### src/rtl/irq_mod_pkg.sv
package irq_mod_pkg;
  // Strobes from the decision logic to the counter/timer datapath
  typedef struct packed {
    logic cntInit;    // force count to the reset value
    logic cntReload;  // load count from threshold field
    logic cntDec;     // count minus one
    logic tmrClear;   // stop timer at zero
    logic tmrLoad;    // rearm timer from delay field
    logic tmrDec;     // timer minus one
    logic fireCmpl;   // completion set pulse next cycle
    logic fireDly;    // delay set pulse next cycle
  } modStrobes_t;
endpackage

### src/rtl/irq_mod_ctrl.sv
module irq_mod_ctrl
  import irq_mod_pkg::*;
#(
  parameter int CNT_W = 8,
  parameter int TMR_W = 8
) (
  input  logic             ctrlWr,
  input  logic             frameDone,
  input  logic             softRst,
  input  logic             tickEn,
  input  logic [TMR_W-1:0] dlyField,
  input  logic [CNT_W-1:0] curCount,
  input  logic [TMR_W-1:0] curTimer,
  output modStrobes_t      strb
);
  localparam logic [CNT_W-1:0] CNT_ONE = CNT_W'(1);
  localparam logic [TMR_W-1:0] TMR_ONE = TMR_W'(1);

  logic restart, expire, thrHit, tmrIdle;

  always_comb begin
    tmrIdle = (curTimer == '0);
    restart = frameDone && (dlyField != '0);
    expire  = tickEn && (curTimer == TMR_ONE) && !restart;
    thrHit  = frameDone && (curCount <= CNT_ONE);
    strb    = '0;
    if (softRst) begin
      strb.cntInit  = 1'b1;
      strb.tmrClear = 1'b1;
    end else begin
      strb.cntReload = ctrlWr || expire || thrHit;
      strb.cntDec    = frameDone && !(ctrlWr || expire || thrHit);
      strb.tmrLoad   = restart;
      strb.tmrDec    = tickEn && !tmrIdle && !restart;
      strb.fireCmpl  = thrHit && !ctrlWr;
      strb.fireDly   = expire;
    end
  end
endmodule

### src/rtl/irq_mod_dpath.sv
module irq_mod_dpath
  import irq_mod_pkg::*;
#(
  parameter int CNT_W = 8,
  parameter int TMR_W = 8
) (
  input  logic             clk,
  input  logic             rst_n,
  input  modStrobes_t      strb,
  input  logic [CNT_W-1:0] thrField,
  input  logic [TMR_W-1:0] dlyField,
  output logic [CNT_W-1:0] curCount,
  output logic [TMR_W-1:0] curTimer,
  output logic             cmplSet,
  output logic             delaySet
);
  localparam logic [CNT_W-1:0] CNT_INIT = CNT_W'(1);

  always_ff @(posedge clk or negedge rst_n) begin
    if (!rst_n) begin
      curCount <= CNT_INIT;
    end else if (strb.cntInit) begin
      curCount <= CNT_INIT;
    end else if (strb.cntReload) begin
      curCount <= thrField;
    end else if (strb.cntDec) begin
      curCount <= curCount - CNT_W'(1);
    end
  end

  always_ff @(posedge clk or negedge rst_n) begin
    if (!rst_n) begin
      curTimer <= '0;
    end else if (strb.tmrClear) begin
      curTimer <= '0;
    end else if (strb.tmrLoad) begin
      curTimer <= dlyField;
    end else if (strb.tmrDec) begin
      curTimer <= curTimer - TMR_W'(1);
    end
  end

  always_ff @(posedge clk or negedge rst_n) begin
    if (!rst_n) begin
      cmplSet  <= 1'b0;
      delaySet <= 1'b0;
    end else begin
      cmplSet  <= strb.fireCmpl;
      delaySet <= strb.fireDly;
    end
  end
endmodule

### src/rtl/irq_moderator.sv
module irq_moderator
  import irq_mod_pkg::*;
#(
  parameter int CTRL_W  = 32,
  parameter int CNT_W   = 8,
  parameter int TMR_W   = 8,
  parameter int THR_LSB = 16,
  parameter int DLY_LSB = 24
) (
  input  logic              clk,
  input  logic              rst_n,
  input  logic [CTRL_W-1:0] ctrlValue,
  input  logic              ctrlWr,
  input  logic              frameDone,
  input  logic              softRst,
  input  logic              tickEn,
  output logic              cmplSet,
  output logic              delaySet,
  output logic [CNT_W-1:0]  liveCount,
  output logic [TMR_W-1:0]  liveTimer
);
  logic [CNT_W-1:0] thrField;
  logic [TMR_W-1:0] dlyField;
  logic             unusedCtrlBits;
  modStrobes_t      strb;

  assign thrField       = ctrlValue[THR_LSB +: CNT_W];
  assign dlyField       = ctrlValue[DLY_LSB +: TMR_W];
  assign unusedCtrlBits = ^ctrlValue[THR_LSB-1:0];

  irq_mod_ctrl #(.CNT_W(CNT_W), .TMR_W(TMR_W)) ctrl_i (
    .ctrlWr    (ctrlWr),
    .frameDone (frameDone),
    .softRst   (softRst),
    .tickEn    (tickEn),
    .dlyField  (dlyField),
    .curCount  (liveCount),
    .curTimer  (liveTimer),
    .strb      (strb)
  );

  irq_mod_dpath #(.CNT_W(CNT_W), .TMR_W(TMR_W)) dpath_i (
    .clk      (clk),
    .rst_n    (rst_n),
    .strb     (strb),
    .thrField (thrField),
    .dlyField (dlyField),
    .curCount (liveCount),
    .curTimer (liveTimer),
    .cmplSet  (cmplSet),
    .delaySet (delaySet)
  );
endmodule

### config.mk
export PLATFORM = sky130hd
export DESIGN_NAME = irq_moderator
export DESIGN_NICKNAME = d
export VERILOG_FILES = /design/src/rtl/irq_mod_pkg.sv /design/src/rtl/irq_mod_ctrl.sv /design/src/rtl/irq_mod_dpath.sv /design/src/rtl/irq_moderator.sv
export SDC_FILE = /design/constraint.sdc
export NUM_CORES = 1
export LEC_CHECK = 0
export ABC_CLOCK_PERIOD_IN_PS = 3200
export BUFFER_PORTS_ARGS = -buffer_cell sky130_fd_sc_hd__buf_2
export CORE_UTILIZATION = 49
export CTS_CLUSTER_DIAMETER = 50
export DETAILED_ROUTE_END_ITERATION = 6
export PLACE_DENSITY = 0.88
export SYNTH_ARGS = -nofsm -noshare
export SYNTH_HDL_FRONTEND = slang
export SYNTH_SLANG_ARGS = --single-unit
### constraint.sdc
create_clock -name clk -period 3.2 [get_ports clk]
set_input_delay 0.64 -clock clk [delete_from_list [all_inputs] [get_ports clk]]
set_output_delay 0.64 -clock clk [all_outputs]
set_load 0.01 [all_outputs]
==> reports/metrics.cfg, run 1 <==
[run_status]
outcome = finished, final reports clean

[cts]
post_cts_buffers = 0
htree_num_levels = 1
cts_buffers = 3
clock_sinks = 18
cts_resized = 0
clk_path_buf_depth = 2
cts_hold_buf = 0
clk_pin_slew_ps = 110
clk_latency_ps = 290
cts_root_buf = clkbuf_4
cts_tree = done

[yosys]
syn_inst = 131
synth.distinct_cells = 41
synth_edf_count = 0
syn_nets = 173
synthSimpleGateAreaFrac_pct = 23.1
syn-cell-area_mm2 = 0.00120
yosys_most_used_dff = dfrtp_1
synth_mux_area_share_pct = 5.01
synthXorXnorAreaFrac_pct = 4.38
avgSynthCellArea_um2 = 9.16
yosys_register_bits = 18
ys_seq_area_share_pct = 37.6
async_reset_ff_share_pct = 100
synthAdderAreaFrac_pct = 4.17
synth-compound-area-share_pct = 20.8
synth_top_family_by_area = simple AND/OR/NAND/NOR gates
yosys_warnings = 0

[drt]
firstDrtPassIters = 4
drt-vias-per-instance = 5.82
drtIter0Drc = 25
wl_per_cell_um = 14.6
drc = 0
vias = 1159
wirelength_um = 2910
antenna_left = 0

[sta]
setup_slack_ps = 817
report.final.slew_viol_count = 0
max_freq_mhz = 420
final-hold-violation-count = 0
fin_skew_ps = 0.774
max_slew_margin_pct = 45.7
setup_viol = 0
rsz0062_at_grt = no
tightest_slew_ps = 807
post-route-period-util_pct = 74.5
fin_setup_tns_ps = 0
min_period_ps = 2380
worst_hold_slack_ps = 254

[placed_design]
place_congestion = 0.841
io_buffers = 39
dpl_cell_area_mm2 = 0.00142
dpl.hpwl_um = 2120
post-place-ws_ps = 836

[critical_path]
cpMaxStageDelayCell = dfstp_2
r2r-start = dpath_i.curCount[0]$_DFFE_PN1P_
path_cells = inv_1, ha_1, o2111a_1, a211oi_2, buf_4, mux2i_1, o32ai_1
reg2reg_slack_ps = 820
crit_type = reg2reg
slowest_delay_ps = 600
cp_max_fo = 8
cp-start-kind = register
crit_required_ps = 3380
reg2reg_depth = 7
worst-path-buf-inv = 2
reg2reg_to = dpath_i.curCount[7]$_DFFE_PN0P_
cp.arrival_ps = 2560
cp_top_family = compound AO/OA/AOI/OAI gates
end_kind = register

[floorplanning]
dieHeight_um = 51.5
placementRows = 17
die_w_um = 51.5
die-area_mm2 = 0.00265
core_mm2 = 0.00225
ios = 56
start_util_pct = 53.2

[min_path]
hold_path.class = in2async

[cells_and_area]
antenna_cells = 0
design_area_mm2 = 0.00146
drive_gt1_share_pct = 29.8
area_delta_synth_final_pct = 21.7
nets = 214

[grt]
grt_antenna_before_repair = 0
grt_util_met2_pct = 40.3
grt_pass1_wl_um = 4870
grt_pass1_vias = 1088
busiest_layer = met2
grtUsageMet1_pct = 32.5
grtUsageMet3_pct = 3.27
grt_max_degree = 20
grt_overflow = 0
grt_util_all_layers_pct = 24.1

[pwr]
leakagePower_nw = 0.701
power_mw = 0.607
power.ir.vdd_worst_mv = 0.295
power_per_cell_area_mw_per_mm2 = 416

[flow_run]
maxCapViolCount = 0

==> Yosys cell counts, types with 2 or more instances <==
| master | instances | area share [%] |
|---|---|---|
| xnor2_1 | 4 | 2.9 |
| and2_1 | 2 | 1.0 |
| o32ai_1 | 4 | 2.9 |
| mux2i_1 | 6 | 5.0 |
| a211oi_2 | 2 | 2.1 |
| or3_1 | 2 | 1.0 |
| a211oi_1 | 6 | 3.8 |
| nor3b_1 | 3 | 1.9 |
| xor2_1 | 2 | 1.5 |
| o21ai_0 | 3 | 1.3 |
| nor2_1 | 12 | 3.8 |
| nand2_1 | 9 | 2.8 |
| ha_1 | 4 | 4.2 |
| inv_1 | 10 | 3.1 |
| buf_2 | 2 | 0.83 |
| dfrtp_1 | 17 | 35 |
| nor3_1 | 4 | 1.7 |
| clkbuf_1 | 2 | 0.63 |
| nor4_1 | 3 | 1.6 |
| a21oi_1 | 6 | 2.5 |
| nand2b_1 | 3 | 1.6 |
| or4_1 | 6 | 3.8 |
==> worst register-to-register path, cell delays in order (launching register included) <==
cell and delay (ps):
dfstp_2 600, inv_1 60, ha_1 240, o2111a_1 290
a211oi_2 500, buf_4 280, mux2i_1 220, o32ai_1 90
==> per-layer routing <==
layer / up-vias / routed length [µm]
met5: - / 0
met4: 0 / 22
met3: 4 / 175
met2: 40 / 1420
met1: 554 / 1290
li1: 561 / -
==> state kept, by name, summed over array words and instances, names as in the netlist <==
register / count
dpath_i.curCount: 8
dpath_i.cmplSet: 1
dpath_i.delaySet: 1
dpath_i.curTimer: 8
==> stage by stage <==
step | std cells | utilization [%]
5_1_grt | 199 | 64.8
4_1_cts | 199 | 64.8
6_report | 199 | 64.8
2_1_floorplan | 131 | -
3_5_place_dp | 195 | 63.2
3_3_place_gp | 195 | 63.2
==> cells by family after synthesis <==
| kind of cell | count (synthesis) |
|---|---|
| and+or+nand+nor | 50 |
| AOI/OAI and AO/OA | 32 |
| DFF | 18 |
| buffers and inverters | 15 |
| xor gates and xnor gates | 6 |
| muxes | 6 |
| adders and majority gates | 4 |
==> power breakdown <==
| part | total, mW | internal (mW) | leakage (nW) | switching (mW) |
|---|---|---|---|---|
| Clock | 0.145 | 0.0693 | 0.0210 | 0.0756 |
| Sequential | 0.276 | 0.248 | 0.234 | 0.0281 |
| Combinational | 0.186 | 0.0832 | 0.445 | 0.103 |
| Total | 0.607 | 0.401 | 0.701 | 0.206 |
==> worst max path at each step <==
stage / from / to / slack [ps] / cells past startpoint
CTS: dpath_i.curCount[0]$_DFFE_PN1P_ / dpath_i.curCount[7]$_DFFE_PN0P_ / 830 / 7
global route: dpath_i.curCount[0]$_DFFE_PN1P_ / dpath_i.curCount[5]$_DFFE_PN0P_ / 710 / 7
finish: dpath_i.curCount[0]$_DFFE_PN1P_ / dpath_i.curCount[7]$_DFFE_PN0P_ / 820 / 7
detailed placement: dpath_i.curCount[0]$_DFFE_PN1P_ / dpath_i.curCount[7]$_DFFE_PN0P_ / 840 / 7
global placement: dpath_i.curCount[0]$_DFFE_PN1P_ / dpath_i.curCount[5]$_DFFE_PN0P_ / 920 / 7
floorplan: ctrlValue[29] / dpath_i.curCount[5]$_DFFE_PN0P_ / 1020 / 6
==> final cells by class <==
type,count,area [µm²]
flip-flops and latches,18,452
inverters,10,37.5
fillers,207,795
multi-input cells,98,689
clock buffers,4,36.3
well taps,28,35.0
repair buffers,41,210
==> cell usage in the layout (no fill, tap or decap), types with 2 or more instances in the layout <==
master | synthesis | layout
a211oi_1 | 6 | 6
nand2b_1 | 3 | 3
or4_1 | 6 | 6
nand2_1 | 9 | 9
a211oi_2 | 2 | 2
clkbuf_4 | 0 | 3
nor3b_1 | 3 | 3
xor2_1 | 2 | 2
or3_1 | 2 | 2
nor4_1 | 3 | 3
nor3_1 | 4 | 4
mux2i_1 | 6 | 6
ha_1 | 4 | 4
and2_1 | 2 | 2
xnor2_1 | 4 | 4
a21oi_1 | 6 | 6
o21ai_0 | 3 | 3
buf_2 | 2 | 39
dfrtp_1 | 17 | 17
buf_4 | 0 | 2
inv_1 | 10 | 10
o32ai_1 | 4 | 4
nor2_1 | 12 | 12
Note: power is estimated with default switching activity, not from simulation.
==> run 2: changes to the inputs <==
--- a/config.mk
+++ b/config.mk
@@ -5,12 +5,12 @@
 export SDC_FILE = /design/constraint.sdc
 export NUM_CORES = 1
 export LEC_CHECK = 0
-export ABC_CLOCK_PERIOD_IN_PS = 3200
+export ABC_CLOCK_PERIOD_IN_PS = 2100
 export BUFFER_PORTS_ARGS = -buffer_cell sky130_fd_sc_hd__buf_2
-export CORE_UTILIZATION = 49
+export CORE_UTILIZATION = 41
 export CTS_CLUSTER_DIAMETER = 50
 export DETAILED_ROUTE_END_ITERATION = 6
-export PLACE_DENSITY = 0.88
+export PLACE_DENSITY = 0.79
 export SYNTH_ARGS = -nofsm -noshare
 export SYNTH_HDL_FRONTEND = slang
 export SYNTH_SLANG_ARGS = --single-unit
==> constraint.sdc (replaced) <==
create_clock -name clk -period 2.1 [get_ports clk]
set_input_delay 0.42 -clock clk [delete_from_list [all_inputs] [get_ports clk]]
set_output_delay 0.42 -clock clk [all_outputs]
set_load 0.01 [all_outputs]
==> reports/metrics.cfg, run 2 (same netlist as run 1, synthesis figures left out) <==
[sta]
max_freq_mhz = 495  ; +18%
setup_viol = 0  ; unchanged
post-route-period-util_pct = 96.2  ; +22 points
max_slew_margin_pct = 45.2  ; -0.50 points
min_period_ps = 2020  ; -362 ps
final-hold-violation-count = 0  ; unchanged
worst_hold_slack_ps = 46.5  ; -207 ps
tightest_slew_ps = 814  ; +7.37 ps
fin_skew_ps = 7.69  ; +6.91 ps
report.final.slew_viol_count = 0  ; unchanged

[cells_and_area]
final_common_cell = buf_2
fill_cells = 253  ; +22%
nets = 223  ; +4.2%
drive_gt1_share_pct = 36.7  ; +6.8 points
ff_latch_area_um2 = 453  ; +0.28%
most-common-layout-cells = buf_2 (39), dfrtp_1 (16), nor2_1 (11)
multi_input_area_um2 = 733  ; +6.4%
antenna_cells = 0  ; unchanged
layout.cells.non_filler = 211  ; +6.0%
top_regs = dpath_i.curCount x8, dpath_i.curTimer x8
area_delta_synth_final_pct = 33.1

[pwr]
leakagePower_nw = 0.752  ; +7.4%
power.ir.vdd_worst_mv = 0.511  ; +73%
power_per_cell_area_mw_per_mm2 = 594  ; +43%

[floorplanning]
die-area_mm2 = 0.00315  ; +19%
placementRows = 19  ; +2
die_w_um = 56.1  ; +9.0%
ios = 56  ; unchanged
core_mm2 = 0.00276  ; +22%
dieHeight_um = 56.1  ; +9.0%
start_util_pct = 43.5  ; -9.7 points

[drt]
antenna_left = 0  ; unchanged
wirelength_um = 3130  ; +7.7%
firstDrtPassIters = 4  ; unchanged
vias = 1227  ; +5.9%
wl_per_cell_um = 14.8  ; +1.5%
drc = 0  ; unchanged
drtIter0Drc = 49  ; +96%
drt-vias-per-instance = 5.82  ; -0.15%

[placed_design]
io_buffers = 39  ; unchanged
dpl.cell_count = 205  ; +5.1%
dpl.hpwl_um = 2250  ; +6.1%
place_congestion = 0.917  ; +9.0%

[critical_path]
crit_path_end = dpath_i.curCount[3]$_DFFE_PN0P_
reg2reg_to = dpath_i.curCount[3]$_DFFE_PN0P_
crit_type = reg2reg
cp.arrival_ps = 2190  ; -370 ps
crit_path_start = dpath_i.curCount[0]$_DFFE_PN1P_
reg2reg_slack_ps = 80  ; -740 ps
cp_max_fo = 7  ; -1
end_kind = register
slowest_delay_ps = 600  ; about the same
crit_required_ps = 2270  ; -1110 ps
cpMaxStageDelayCell = dfstp_2
path_cells = inv_2, ha_2, o2111a_1, a211oi_4, buf_12, mux2i_2, o32ai_2
r2r-start = dpath_i.curCount[0]$_DFFE_PN1P_
reg2reg_depth = 7  ; unchanged
cp-start-kind = register

[min_path]
hold_path.class = in2async

[grt]
grt_util_all_layers_pct = 20.1  ; -4.0 points
grt_max_degree = 20  ; unchanged
grt_overflow = 0  ; unchanged
grt_pass1_wl_um = 5020  ; +3.1%
grt_pass1_vias = 1117  ; +2.7%
grt_antenna_before_repair = 0  ; unchanged

[run_status]
outcome = finished, final reports clean

[cts]
cts_buffers = 3  ; unchanged
htree_num_levels = 1  ; unchanged
cts_hold_buf = 0  ; unchanged
cts_root_buf = clkbuf_4
clk_path_buf_depth = 2  ; unchanged
clk_latency_ps = 300  ; about the same
clock_sinks = 18  ; unchanged
clk_pin_slew_ps = 110  ; about the same
cts_tree = done

[flow_run]
maxCapViolCount = 0  ; unchanged

## run 2: how the worst min path moves through the flow
stage          startpoint                         endpoint  slack (ps)  depth (start not counted)
2_1_floorplan       rst_n        dpath_i.cmplSet$_DFF_PN0_         120                          0
3_3_place_gp        rst_n  dpath_i.curCount[5]$_DFFE_PN0P_         360                          1
3_5_place_dp        rst_n  dpath_i.curCount[5]$_DFFE_PN0P_         380                          1
4_1_cts             rst_n  dpath_i.curCount[1]$_DFFE_PN0P_          40                          1
5_1_grt             rst_n  dpath_i.curTimer[6]$_DFFE_PN0P_          60                          1
6_report            rst_n  dpath_i.curTimer[7]$_DFFE_PN0P_          50                          1
## run 2: final cells by class
type                            count  area share, %
Multi-Input combinational cell     98           45.9
Timing Repair Buffer               50           19.3
Clock buffer                        4           1.65
Tap cell                           31           2.43
Inverter                           10           2.35
Sequential cell                    18           28.4
## run 2: metrics by stage
| step | power [mW] | setup slack, ps | TNS, ps | utilization (%) | cell area, µm² |
|---|---|---|---|---|---|
| floorplan | 0.606 | 15.9 | 0 | - | 1200 |
| global placement | 0.718 | 88.5 | 0 | 54.1 | 1490 |
| detailed placement | 0.731 | 67.8 | 0 | 54.1 | 1490 |
| CTS | 0.923 | 25.1 | 0 | 55.1 | 1520 |
| global route | 1.00 | -12.1 | -13.0 | 57.9 | 1600 |
| finish | 0.948 | 79.1 | 0 | 57.9 | 1600 |
## run 2: routing by layer
metal | routed length, µm | track usage (%) | vias up | part of all wire, %
met4 | 25 | 6.27 | 0 | 0.80
li1 | - | - | 583 | -
met2 | 1550 | 33.5 | 58 | 50
met5 | 0 | 0 | - | 0
met1 | 1350 | 25.7 | 580 | 43
met3 | 201 | 4.88 | 6 | 6.4
## run 2: critical path, delay by kind of cell (launching register included)
kind | cells | cell delay (ps)
adders and majority gates | 1 | 170
buffers and inverters | 2 | 210
AOI/OAI and AO/OA | 3 | 680
DFF | 1 | 600
muxes | 1 | 230
## run 2: what timing repair did
item | in CTS | in global routing
setup buffers | 0 | 1
setup endpoints to repair | 0 | 7
hold endpoints to repair | 0 | 0
gates resized for setup | 0 | 10
## run 2: power by group
| group | total (mW) | leakage, nW | internal (mW) | switching, mW |
|---|---|---|---|---|
| sequential | 0.413 | 0.233 | 0.378 | 0.0346 |
| clock | 0.186 | 0.0150 | 0.0740 | 0.112 |
| combinational | 0.349 | 0.504 | 0.166 | 0.183 |
==> run 3: changes to the inputs <==
--- a/config.mk
+++ b/config.mk
@@ -5,8 +5,8 @@
 export SDC_FILE = /design/constraint.sdc
 export NUM_CORES = 1
 export LEC_CHECK = 0
-export ABC_CLOCK_PERIOD_IN_PS = 2100
 export BUFFER_PORTS_ARGS = -buffer_cell sky130_fd_sc_hd__buf_2
+export CORE_ASPECT_RATIO = 1.5
 export CORE_UTILIZATION = 41
 export CTS_CLUSTER_DIAMETER = 50
 export DETAILED_ROUTE_END_ITERATION = 6
==> reports/metrics.cfg, run 3 (same netlist as run 1, synthesis figures left out) <==
[critical_path]
end_kind = register
cp.arrival_ps = 2160  ; -30 ps
cp_top_family = simple AND/OR/NAND/NOR gates
slowest_delay_ps = 600  ; about the same
crit_type = reg2reg
worst-path-buf-inv = 0  ; -2
cpMaxStageDelayCell = or4_4
reg2reg_slack_ps = 110  ; +30 ps
cp_max_fo = 9  ; +2
path_cells = or4_4, or4_1, nor2_2, xnor2_1, a211oi_2
cp-start-kind = register
crit_required_ps = 2260  ; about the same

[drt]
drt-vias-per-instance = 5.55  ; -4.6%
drc = 0  ; unchanged
antenna_left = 0  ; unchanged
vias = 1215  ; -0.98%
wirelength_um = 3020  ; -3.4%
firstDrtPassIters = 4  ; unchanged
drtIter0Drc = 37  ; -24%
wl_per_cell_um = 13.8  ; -6.9%

[placed_design]
dpl_cell_area_mm2 = 0.00152  ; +1.7%
io_buffers = 39  ; unchanged
place_congestion = 0.811  ; -12%
dpl.hpwl_um = 2360  ; +5.3%
dpl.cell_count = 215  ; +4.9%

[floorplanning]
ios = 56  ; unchanged
placementRows = 23  ; +4
start_util_pct = 43.9  ; +0.38 points
die-area_mm2 = 0.00315  ; +0.15%
dieHeight_um = 68.3  ; +22%
die_w_um = 46.2  ; -18%
core_mm2 = 0.00273  ; -0.86%

[cts]
clk_pin_slew_ps = 70  ; -40 ps
cts_buffers = 3  ; unchanged
htree_num_levels = 1  ; unchanged
cts_hold_buf = 0  ; unchanged
cts_tree = done
post_cts_buffers = 0  ; unchanged
clock_sinks = 18  ; unchanged
cts_root_buf = clkbuf_8
clk_path_buf_depth = 2  ; unchanged
clk_latency_ps = 250  ; -50 ps

[cells_and_area]
finish.utilization_pct = 57.3  ; -0.59 points
drive_gt1_share_pct = 34.1  ; -2.6 points
antenna_cells = 0  ; unchanged
fill_cells = 254  ; +0.40%
layout.cells.non_filler = 219  ; +3.8%
final_common_cell = buf_2
area_delta_synth_final_pct = 30.6
design_area_mm2 = 0.00157  ; -1.9%
most-common-layout-cells = buf_2 (39), dfrtp_1 (17), buf_4 (13)
top_regs = dpath_i.curCount x8, dpath_i.curTimer x8
nets = 225  ; +0.90%

[sta]
final-hold-violation-count = 0  ; unchanged
report.final.slew_viol_count = 0  ; unchanged
min_period_ps = 1990  ; -27.9 ps
fin_skew_ps = 4.23  ; -3.46 ps
setup_viol = 0  ; unchanged
fin_setup_tns_ps = 0  ; unchanged
post-route-period-util_pct = 94.9  ; -1.3 points
tightest_slew_ps = 414  ; -400 ps
max_freq_mhz = 502  ; +1.4%
max_slew_margin_pct = 72.1  ; +27 points
rsz0062_at_grt = no

[pwr]
power.ir.vdd_worst_mv = 0.478  ; -6.5%
p_switching_mw = 0.316  ; -4.2%
power_per_cell_area_mw_per_mm2 = 627  ; +5.6%
clkPwrFrac_pct = 25.1  ; +5.5 points
leakagePower_nw = 0.758  ; +0.82%
p_sw_share_pct = 32.2  ; -2.6 points
seqPwrFrac_pct = 41.5  ; -2.1 points
p_comb_share_pct = 33.4  ; -3.4 points
power_mw = 0.982  ; +3.7%
p_int_mw = 0.666  ; +7.8%

[grt]
grt_pass1_wl_um = 5050  ; +0.54%
grt_max_degree = 20  ; unchanged
grt_antenna_before_repair = 0  ; unchanged
grt_pass1_vias = 1204  ; +7.8%
grt_util_all_layers_pct = 21.8  ; +1.7 points
grt_overflow = 0  ; unchanged

[flow_run]
maxCapViolCount = 0  ; unchanged

[min_path]
hold_path.class = in2async

[run_status]
outcome = finished, final reports clean

-- run 3: changes by cell type in the layout (fill, tap and decap cells not counted), sizes merged --
cell	before	now
clkbuf	5	4
buf	49	52
-- run 3: what timing repair did --
action | in CTS | in global routing
endpoints found under the setup margin | 1 | 1
endpoints found under the hold margin | 0 | 0
gates resized for setup | 1 | 0
pin swaps | 0 | 1
-- run 3: path summary, 6_finish.rpt --
kind / start / endpoint / cells past startpoint
setup / recovery: dpath_i.curTimer[3]$_DFFE_PN0P_ / dpath_i.curTimer[7]$_DFFE_PN0P_ / 5
hold / removal: rst_n / dpath_i.curCount[5]$_DFFE_PN0P_ / 1
setup reg to reg: dpath_i.curTimer[3]$_DFFE_PN0P_ / dpath_i.curTimer[7]$_DFFE_PN0P_ / 5
hold reg to reg: dpath_i.curCount[7]$_DFFE_PN0P_ / dpath_i.curCount[7]$_DFFE_PN0P_ / 2
max in group asynchronous: rst_n / dpath_i.curCount[0]$_DFFE_PN1P_ / 1
min in group clk: ctrlWr / dpath_i.cmplSet$_DFF_PN0_ / 2
-- run 3: per-layer routing --
| metal | vias to the layer above | part of all wire (%) | wire length, µm | GRT usage (%) |
|---|---|---|---|---|
| met3 | 4 | 5.5 | 166 | 3.17 |
| li1 | 590 | - | - | - |
| met1 | 567 | 40 | 1200 | 24.5 |
| met5 | - | 0 | 0 | 0 |
| met4 | 0 | 1.4 | 41 | 8.09 |
| met2 | 54 | 54 | 1620 | 39.8 |
-- run 3: per-stage QoR --
step	hold slack, ps	worst slack (ps)
3_3_place_gp	369	87.7
3_5_place_dp	382	1.68
6_report	86.3	107
2_1_floorplan	124	15.9
4_1_cts	106	80.4
5_1_grt	116	10.4
-- run 3: worst reg2reg max path: cells and delay by family (launching register included) --
kind            cells  cell delay, ps
flops               1             380
xor+xnor            1             100
simple gates        3            1170
compound gates      1             250
-- run 3: cell type report --
| type | count | area, µm² | area share (%) |
|---|---|---|---|
| well taps | 37 | 46.3 | 2.96 |
| flip-flops and latches | 18 | 452 | 28.8 |
| inverters | 10 | 37.5 | 2.40 |
| multi-input cells | 98 | 693 | 44.2 |
| clock buffers | 4 | 45.0 | 2.88 |
| repair buffers | 52 | 293 | 18.7 |
-- run 3: power by group through the flow --
stage	Sequential, mW	Clock (mW)	Combinational (mW)
after global routing	0.412	0.269	0.365
after floorplan	0.434	0	0.171
after CTS	0.408	0.252	0.330
after detailed placement	0.413	0	0.326
after global placement	0.410	0	0.315
final	0.408	0.246	0.328
